### config.mk
export PLATFORM = sky130hd
export DESIGN_NAME = bl_pwm_init
export DESIGN_NICKNAME = d
export VERILOG_FILES = /design/src/rtl/bl_init_pkg.sv /design/src/rtl/bl_init_shadow.sv /design/src/rtl/bl_init_datapath.sv /design/src/rtl/bl_init_fsm.sv /design/src/rtl/bl_pwm_init.sv
export SDC_FILE = /design/constraint.sdc
export NUM_CORES = 1
export LEC_CHECK = 0
export ABC_AREA = 1
export CORE_MARGIN = 2
export CORE_UTILIZATION = 45
export DETAILED_ROUTE_END_ITERATION = 16
export MAX_ROUTING_LAYER = met4
export PLACE_DENSITY_LB_ADDON = 0.15
export SYNTH_ARGS = -nofsm -noshare
export SYNTH_HDL_FRONTEND = slang
export SYNTH_HIERARCHICAL = 1
export SYNTH_SLANG_ARGS = --single-unit
### constraint.sdc
create_clock -name clk -period 2.3 [get_ports clk]
set_clock_uncertainty 0.2 [all_clocks]
set_input_delay 0.46 -clock clk [delete_from_list [all_inputs] [get_ports clk]]
set_output_delay 0.46 -clock clk [all_outputs]
set_load 0.02 [all_outputs]
### src/rtl/bl_init_pkg.sv
package bl_init_pkg;
   typedef enum logic [4:0] {
      ST_IDLE,
      ST_RD_CTRL,
      ST_WR_CTRL_SH,
      ST_WR_C2_SH,
      ST_WR_PER_SH,
      ST_RD_REF_R,
      ST_WR_REF_R,
      ST_WR_CTRL_DEF,
      ST_WR_PER_DEF,
      ST_RD_C2,
      ST_RD_PER,
      ST_RD_REF_S,
      ST_RD_SCR,
      ST_WR_SCR,
      ST_RD_CTRL_EN,
      ST_WR_CTRL_EN,
      ST_RD_LOCK,
      ST_WR_LOCK
   } step_t;
endpackage

### src/rtl/bl_init_shadow.sv
module bl_init_shadow #(
   parameter int DATA_W  = 32,
   parameter int REF_LSB = 16,
   parameter int REF_W   = 16
) (
   input  logic              clk,
   input  logic              rst_n,
   input  logic              cap_c2,
   input  logic              cap_per,
   input  logic              cap_ref,
   input  logic [DATA_W-1:0] ctrl_in,
   input  logic [DATA_W-1:0] rdata,
   output logic [DATA_W-1:0] sh_ctrl,
   output logic [DATA_W-1:0] sh_c2,
   output logic [DATA_W-1:0] sh_per,
   output logic [REF_W-1:0]  sh_ref,
   output logic              has_copy
);
   logic sh_valid;

   always_ff @(posedge clk or negedge rst_n) begin
      if (!rst_n) begin
         sh_ctrl  <= '0;
         sh_c2    <= '0;
         sh_per   <= '0;
         sh_ref   <= '0;
         sh_valid <= 1'b0;
      end else begin
         if (cap_c2) begin
            sh_ctrl <= ctrl_in;
            sh_c2   <= rdata;
         end
         if (cap_per) sh_per <= rdata;
         if (cap_ref) begin
            sh_ref   <= rdata[REF_LSB +: REF_W];
            sh_valid <= 1'b1;
         end
      end
   end

   // a zero saved control word is treated as no copy at all
   assign has_copy = sh_valid && (sh_ctrl != '0);
endmodule

### src/rtl/bl_init_datapath.sv
module bl_init_datapath
   import bl_init_pkg::*;
#(
   parameter int                ADDR_W    = 8,
   parameter int                DATA_W    = 32,
   parameter int                REF_LSB   = 16,
   parameter int                REF_W     = 16,
   parameter int                EN_BIT    = 31,
   parameter int                CLAIM_BIT = 29,
   parameter int                LOCK_BIT  = 0,
   parameter logic [ADDR_W-1:0] A_CTRL    = 0,
   parameter logic [ADDR_W-1:0] A_C2      = 1,
   parameter logic [ADDR_W-1:0] A_PER     = 2,
   parameter logic [ADDR_W-1:0] A_REF     = 3,
   parameter logic [ADDR_W-1:0] A_SCR     = 4,
   parameter logic [ADDR_W-1:0] A_LOCK    = 5,
   parameter logic [DATA_W-1:0] DEF_CTRL  = 32'hC000_FA00,
   parameter logic [DATA_W-1:0] DEF_PER   = 32'h000C_0FA0
) (
   input  step_t             step,
   input  logic [DATA_W-1:0] rd_q,
   input  logic [DATA_W-1:0] sh_ctrl,
   input  logic [DATA_W-1:0] sh_c2,
   input  logic [DATA_W-1:0] sh_per,
   input  logic [REF_W-1:0]  sh_ref,
   output logic              acc_we,
   output logic [ADDR_W-1:0] acc_addr,
   output logic [DATA_W-1:0] acc_wdata
);
   logic [DATA_W-1:0] ref_merged;

   always_comb begin
      ref_merged = rd_q;
      ref_merged[REF_LSB +: REF_W] = sh_ref;
   end

   always_comb begin
      acc_we    = 1'b0;
      acc_addr  = A_CTRL;
      acc_wdata = '0;
      unique case (step)
         ST_WR_CTRL_SH:  begin acc_we = 1'b1; acc_addr = A_CTRL; acc_wdata = sh_ctrl; end
         ST_WR_C2_SH:    begin acc_we = 1'b1; acc_addr = A_C2;   acc_wdata = sh_c2;   end
         ST_WR_PER_SH:   begin acc_we = 1'b1; acc_addr = A_PER;  acc_wdata = sh_per;  end
         ST_RD_REF_R:    acc_addr = A_REF;
         ST_WR_REF_R:    begin acc_we = 1'b1; acc_addr = A_REF;  acc_wdata = ref_merged; end
         ST_WR_CTRL_DEF: begin acc_we = 1'b1; acc_addr = A_CTRL; acc_wdata = DEF_CTRL; end
         ST_WR_PER_DEF:  begin acc_we = 1'b1; acc_addr = A_PER;  acc_wdata = DEF_PER;  end
         ST_RD_C2:       acc_addr = A_C2;
         ST_RD_PER:      acc_addr = A_PER;
         ST_RD_REF_S:    acc_addr = A_REF;
         ST_RD_SCR:      acc_addr = A_SCR;
         ST_WR_SCR: begin
            acc_we = 1'b1; acc_addr = A_SCR;
            acc_wdata = rd_q | (DATA_W'(1) << CLAIM_BIT);
         end
         ST_WR_CTRL_EN: begin
            acc_we = 1'b1; acc_addr = A_CTRL;
            acc_wdata = rd_q | (DATA_W'(1) << EN_BIT);
         end
         ST_RD_LOCK:     acc_addr = A_LOCK;
         ST_WR_LOCK: begin
            acc_we = 1'b1; acc_addr = A_LOCK;
            acc_wdata = rd_q & ~(DATA_W'(1) << LOCK_BIT);
         end
         default:        acc_addr = A_CTRL;
      endcase
   end
endmodule

### src/rtl/bl_init_fsm.sv
module bl_init_fsm
   import bl_init_pkg::*;
#(
   parameter int DATA_W  = 32,
   parameter int CNT_LSB = 0,
   parameter int CNT_W   = 16
) (
   input  logic              clk,
   input  logic              rst_n,
   input  logic              start,
   input  logic              ack,
   input  logic              acc_we,
   input  logic [DATA_W-1:0] rdata,
   input  logic              has_copy,
   output step_t             step,
   output logic              req,
   output logic [DATA_W-1:0] rd_q,
   output logic              cap_c2,
   output logic              cap_per,
   output logic              cap_ref,
   output logic              done
);
   localparam logic [CNT_W-1:0] CNT_FIRST_OK = CNT_W'(2);

   step_t step_nx;
   logic  cnt_ok;

   assign req    = (step != ST_IDLE);
   assign cnt_ok = rdata[CNT_LSB +: CNT_W] >= CNT_FIRST_OK;

   assign cap_c2  = ack && (step == ST_RD_C2);
   assign cap_per = ack && (step == ST_RD_PER);
   assign cap_ref = ack && (step == ST_RD_REF_S);

   always_comb begin
      step_nx = step;
      unique case (step)
         ST_IDLE:        if (start) step_nx = ST_RD_CTRL;
         ST_RD_CTRL:     if (ack) step_nx = cnt_ok   ? ST_RD_C2 :
                                           has_copy ? ST_WR_CTRL_SH : ST_WR_CTRL_DEF;
         ST_WR_CTRL_SH:  if (ack) step_nx = ST_WR_C2_SH;
         ST_WR_C2_SH:    if (ack) step_nx = ST_WR_PER_SH;
         ST_WR_PER_SH:   if (ack) step_nx = ST_RD_REF_R;
         ST_RD_REF_R:    if (ack) step_nx = ST_WR_REF_R;
         ST_WR_REF_R:    if (ack) step_nx = ST_RD_SCR;
         ST_WR_CTRL_DEF: if (ack) step_nx = ST_WR_PER_DEF;
         ST_WR_PER_DEF:  if (ack) step_nx = ST_RD_SCR;
         ST_RD_C2:       if (ack) step_nx = ST_RD_PER;
         ST_RD_PER:      if (ack) step_nx = ST_RD_REF_S;
         ST_RD_REF_S:    if (ack) step_nx = ST_RD_SCR;
         ST_RD_SCR:      if (ack) step_nx = ST_WR_SCR;
         ST_WR_SCR:      if (ack) step_nx = ST_RD_CTRL_EN;
         ST_RD_CTRL_EN:  if (ack) step_nx = ST_WR_CTRL_EN;
         ST_WR_CTRL_EN:  if (ack) step_nx = ST_RD_LOCK;
         ST_RD_LOCK:     if (ack) step_nx = ST_WR_LOCK;
         ST_WR_LOCK:     if (ack) step_nx = ST_IDLE;
         default:        step_nx = ST_IDLE;
      endcase
   end

   always_ff @(posedge clk or negedge rst_n) begin
      if (!rst_n) begin
         step <= ST_IDLE;
         rd_q <= '0;
         done <= 1'b0;
      end else begin
         step <= step_nx;
         done <= ack && (step == ST_WR_LOCK);
         if (ack && req && !acc_we) rd_q <= rdata;
      end
   end
endmodule

### src/rtl/bl_pwm_init.sv
module bl_pwm_init
   import bl_init_pkg::*;
#(
   parameter int                ADDR_W    = 8,
   parameter int                DATA_W    = 32,
   parameter int                CNT_LSB   = 0,
   parameter int                CNT_W     = 16,
   parameter int                REF_LSB   = 16,
   parameter int                REF_W     = 16,
   parameter int                EN_BIT    = 31,
   parameter int                CLAIM_BIT = 29,
   parameter int                LOCK_BIT  = 0,
   parameter logic [ADDR_W-1:0] A_CTRL    = 0,
   parameter logic [ADDR_W-1:0] A_C2      = 1,
   parameter logic [ADDR_W-1:0] A_PER     = 2,
   parameter logic [ADDR_W-1:0] A_REF     = 3,
   parameter logic [ADDR_W-1:0] A_SCR     = 4,
   parameter logic [ADDR_W-1:0] A_LOCK    = 5,
   parameter logic [DATA_W-1:0] DEF_CTRL  = 32'hC000_FA00,
   parameter logic [DATA_W-1:0] DEF_PER   = 32'h000C_0FA0
) (
   input  logic              clk,
   input  logic              rst_n,
   input  logic              start,
   output logic              reg_req,
   output logic              reg_we,
   output logic [ADDR_W-1:0] reg_addr,
   output logic [DATA_W-1:0] reg_wdata,
   input  logic [DATA_W-1:0] reg_rdata,
   input  logic              reg_ack,
   output logic              done
);
   generate
      if (CNT_W < 2 || CNT_LSB + CNT_W > DATA_W) begin : g_bad_cnt
         $error("active-count field does not fit the data word");
      end
      if (REF_W < 1 || REF_LSB + REF_W > DATA_W) begin : g_bad_ref
         $error("divider field does not fit the data word");
      end
      if (EN_BIT >= DATA_W || CLAIM_BIT >= DATA_W || LOCK_BIT >= DATA_W) begin : g_bad_bit
         $error("control bit position outside the data word");
      end
   endgenerate

   step_t             step;
   logic [DATA_W-1:0] rd_q, sh_ctrl, sh_c2, sh_per;
   logic [REF_W-1:0]  sh_ref;
   logic              has_copy, cap_c2, cap_per, cap_ref, ack_q;

   assign ack_q = reg_ack && reg_req;

   bl_init_fsm #(.DATA_W(DATA_W), .CNT_LSB(CNT_LSB), .CNT_W(CNT_W)) u_fsm (
      .clk(clk), .rst_n(rst_n), .start(start), .ack(ack_q), .acc_we(reg_we),
      .rdata(reg_rdata), .has_copy(has_copy), .step(step), .req(reg_req),
      .rd_q(rd_q), .cap_c2(cap_c2), .cap_per(cap_per), .cap_ref(cap_ref),
      .done(done)
   );

   bl_init_shadow #(.DATA_W(DATA_W), .REF_LSB(REF_LSB), .REF_W(REF_W)) u_shadow (
      .clk(clk), .rst_n(rst_n), .cap_c2(cap_c2), .cap_per(cap_per),
      .cap_ref(cap_ref), .ctrl_in(rd_q), .rdata(reg_rdata), .sh_ctrl(sh_ctrl),
      .sh_c2(sh_c2), .sh_per(sh_per), .sh_ref(sh_ref), .has_copy(has_copy)
   );

   bl_init_datapath #(
      .ADDR_W(ADDR_W), .DATA_W(DATA_W), .REF_LSB(REF_LSB), .REF_W(REF_W),
      .EN_BIT(EN_BIT), .CLAIM_BIT(CLAIM_BIT), .LOCK_BIT(LOCK_BIT),
      .A_CTRL(A_CTRL), .A_C2(A_C2), .A_PER(A_PER), .A_REF(A_REF),
      .A_SCR(A_SCR), .A_LOCK(A_LOCK), .DEF_CTRL(DEF_CTRL), .DEF_PER(DEF_PER)
   ) u_dp (
      .step(step), .rd_q(rd_q), .sh_ctrl(sh_ctrl), .sh_c2(sh_c2),
      .sh_per(sh_per), .sh_ref(sh_ref), .acc_we(reg_we), .acc_addr(reg_addr),
      .acc_wdata(reg_wdata)
   );
endmodule

==> metrics.md, run 1 <==
| Metric | Value |
|---|---|
| Status | finished, violations left |
| Failing checks | setup timing |
| Worst r2r src | u_fsm/step[0]$_DFFE_PN0P_ |
| DIE AREA | just under 20,000 µm² |
| Register area share after synthesis | about 45% |
| Pwr Density | 1420 nW/µm² |
| Leak | 0.00586 µW |
| Number of synthesis warnings | 6 |
| Root buffer selected by CTS | clkbuf_16 |
| Wirelength per Cell | between 15 and 20 µm |
| Final setup vio count | 131 |
| Chip width | 140 µm |
| Post-Syn Instances | just under 900 |
| ANT cells | 0 |
| Number of port buffers | 73 |
| Switching share of power | 37.7% |
| Critical Path AT | just under 2000 ps |
| Hpwl dp | about 16 mm |
| Num rows | 49 |
| Clock network fraction of total power | between 10% and 20% |
| Hold Slack | roughly 250 ps |
| Clock-pin slew on the worst setup and hold paths | ~60 ps |
| Distinct cells, synth | 30 |
| Gpl congestion | approximately 0.88 |
| Tcrit/Tclk final | 115% |
| Worst setup path class | reg2out |
| Net Switching | around 6300 µW |
| Detailed Route Iter0 Violations | 409 |
| Fin crit period | between 2000 and 3000 ps |
| Post-route setup TNS | -22,900 ps |
| Worst VDD drop | approximately 1.1 mV |
| R2R cell count | 11 |
| H-tree Lvls | 4 |
| Vias per cell | 5.29 |
| Comb pwr share | about 54% |
| Fin nets | 1,112 |
| Syn avg cell area | around 9.4 µm² |
| Vias in the first global route | about 6,800 |
| R2r endpoint | u_fsm/rd_q[31]$_DFFE_PN0P_ |
| Setup slack after layout | -338 ps |
| Yosys reg bits | approximately 150 |
| Io pins | ~80 |
| # Max-Cap Violations | 0 |
| HP Class | reg2reg |
| Worst-path cell chain | buf_12 > nor2_4 > nand3_4 > inv_4 > nor2_1 > nand3b_1 > buf_4 > buf_6 |
| Starting Density | 46.1% |
| CP peak stage delay | around 420 ps |
| Worst-skew pair later-pin latency | ~430 ps |
| Final hold violations | 0 |
| Grt total ovfl | 0 |
| # fillers | between 1,000 and 1,500 |
| Cts bufs inserted | 17 |
| Sink Count | between 150 and 200 |
| CTS max path bufs | 2 |
| CTS tree | built |
| Die Ht | between 100 and 150 µm |
| Finished Cell Area | 11,800 µm² |
| DR DRC count | 0 |
| Initial antenna violation count | 0 |
| DRT Pass-1 Iters | 5 |
| Flop pwr share | between 20% and 30% |
| WP data required | 1640 ps |
| Power Total | 16,800 µW |
| P_int | around 10,000 µW |
| Core ar. | 18,000 µm² |
| Synthesized area | a little over 8000 µm² |
| Largest net degree at the start of global routing | 53 |
| Critical path peak fanout | 8 |
| Hold Path End | u_shadow/sh_valid$_DFFE_PN0P_ |
| Syn-to-layout area delta | 42.0% |
| Layout cells sized above 1 | 41.4% |
| Final core utilization | approximately 65% |
| Worst slew margin | approximately 64% |
| Slew @ Worst Pin | around 540 ps |
| Slew Viols, Final | 0 |
| Total wire length | about 25 mm |
| Max Clk Rate | 0.379 GHz |
| HP Start | u_shadow/sh_valid$_DFFE_PN0P_ |
| FF-to-FF setup slack | -300 ps |
| Critical Path End Type | output pin |
| Global-route wire length before repair | about 38 mm |
| Post-placement cell area | a little under 10,000 µm² |
| Crit start category | flop |
| RSZ-0062 raised after global routing | yes |
| Hold Path Stages | 2 |
| Via count | 6,970 |
| Critical path's slowest cell | dfrtp_1 |
| Final ANT Viol Nets | 0 |
| Tot GR Track Use | between 20% and 30% |
-- cell families (layout without fill, tap and decap cells) --
group | after synthesis | in the layout | share of synthesized area [%]
AOI/OAI and AO/OA | 38 | 38 | 2.32
buffers and inverters | 120 | 321 | 8.52
DFF | 151 | 151 | 45.5
muxes | 119 | 119 | 19.0
other | 1 | 5 | 0.0451
and+or+nand+nor | 454 | 454 | 24.6
-- worst max-delay path: cells and delay by family, from the launching register on --
family | cells | cell delay, ps
buf+inv | 4 | 540
flops | 1 | 420
simple gates | 4 | 580
-- cells in the mapped netlist --
library cell | instances | area [µm²]
nand3_4 | 1 | 17.5
o211ai_1 | 1 | 7.51
buf_2 | 19 | 95.1
or2_1 | 1 | 6.26
o21ai_1 | 7 | 35.0
nor2_1 | 94 | 353
nand3b_1 | 1 | 7.51
nand2_1 | 242 | 908
nor2_2 | 6 | 37.5
nand2_2 | 5 | 31.3
nand4_1 | 50 | 313
nor2_4 | 5 | 56.3
inv_2 | 11 | 41.3
conb_1 | 1 | 3.75
buf_4 | 10 | 75.1
mux2_1 | 19 | 214
mux2_4 | 64 | 961
inv_1 | 60 | 225
a21oi_1 | 6 | 30.0
nand3_2 | 9 | 90.1
dfrtp_1 | 151 | 3780
buf_6 | 13 | 146
mux2_2 | 36 | 405
nand3_1 | 33 | 165
nor3_1 | 4 | 20.0
buf_12 | 6 | 120
nand2_4 | 2 | 22.5
o21ai_0 | 24 | 120
nor2_8 | 1 | 20.0
clkbuf_2 | 1 | 5.00
-- power groups by stage --
| stage | registers [µW] | logic [µW] | clock network, µW |
|---|---|---|---|
| finish | 4780 | 9020 | 2970 |
| global route | 4930 | 9610 | 3120 |
| CTS | 4730 | 8480 | 2990 |
| detailed placement | 4740 | 7020 | 0 |
| global placement | 4730 | 6970 | 0 |
| floorplan | 4500 | 4530 | 0 |
-- per-layer routing --
metal	routed length (µm)	GRT usage (%)	vias to the layer above
li1	-	-	3270
met5	0	-	-
met2	11800	39.8	202
met4	552	7.42	0
met1	11000	35.3	3461
met3	1220	4.03	37
-- state kept, by name, indices dropped and copies added (netlist names) --
signal	flops
u_shadow/sh_ref	16
u_shadow/sh_ctrl	32
u_fsm/rd_q	32
u_fsm/step	5
u_shadow/sh_per	32
u_shadow/sh_valid	1
u_fsm/done	1
u_shadow/sh_c2	32
-- stage by stage --
step,instances,worst slack [ps]
after global routing,1317,-423
after global placement,1243,-396
after detailed placement,1243,-376
after floorplan,887,-79.8
final,1317,-338
after CTS,1306,-312
-- cell type report --
cell class	count	area, µm²	share of cell area, %
repair buffers	219	2480	21.0
inverters	71	282	2.39
flip-flops and latches	151	3780	32.1
well taps	229	287	2.43
clock inverters	12	176	1.50
clock buffers	19	443	3.75
multi-input cells	616	4350	36.9
-- cell usage in the layout, fill, tap and decap left out, drive strengths merged --
cell type | netlist | layout
clkinv | 0 | 5
nand4 | 50 | 50
bufbuf | 0 | 1
o21ai | 31 | 31
clkinvlp | 0 | 2
nor3 | 4 | 4
buf | 48 | 177
mux2 | 119 | 119
o211ai | 1 | 1
inv | 71 | 72
dlygate4sd3 | 0 | 1
nand3b | 1 | 1
clkdlybuf4s50 | 0 | 35
dfrtp | 151 | 151
or2 | 1 | 1
nand3 | 43 | 43
a21oi | 6 | 6
nor2 | 106 | 106
bufinv | 0 | 4
nand2 | 249 | 249
clkbuf | 1 | 24
conb | 1 | 5
-- how the worst max path moves through the flow --
stage | startpoint | endpoint | slack [ps]
2_1_floorplan | u_fsm/step[3]$_DFFE_PN0P_ | u_fsm/rd_q[22]$_DFFE_PN0P_ | -80
3_3_place_gp | u_fsm/step[0]$_DFFE_PN0P_ | reg_wdata[23] | -400
3_5_place_dp | u_fsm/step[0]$_DFFE_PN0P_ | reg_wdata[22] | -380
4_1_cts | u_fsm/step[0]$_DFFE_PN0P_ | reg_wdata[15] | -310
5_1_grt | u_fsm/step[1]$_DFFE_PN0P_ | reg_wdata[30] | -420
6_report | u_fsm/step[0]$_DFFE_PN0P_ | reg_we | -340
-- repair_timing --
item | in CTS | in global routing
resized for setup | 346 | 81
gates cloned | 6 | 5
hold endpoints to repair | 47 | 0
pin swaps | 39 | 27
hold buffers | 1 | 0
buffers inserted | 28 | 7
setup endpoints to repair | 149 | 181
(Power assumes the default switching activity.)
==> run 2: changes to the inputs <==
--- a/config.mk
+++ b/config.mk
@@ -6,6 +6,8 @@
 export NUM_CORES = 1
 export LEC_CHECK = 0
 export ABC_AREA = 1
+export ABC_CLOCK_PERIOD_IN_PS = 2300
+export CAP_MARGIN = 20
 export CORE_MARGIN = 2
 export CORE_UTILIZATION = 45
 export DETAILED_ROUTE_END_ITERATION = 16
==> results of run 2 <==
Same layout as run 1: the final DEF is identical, and so are final timing and power.
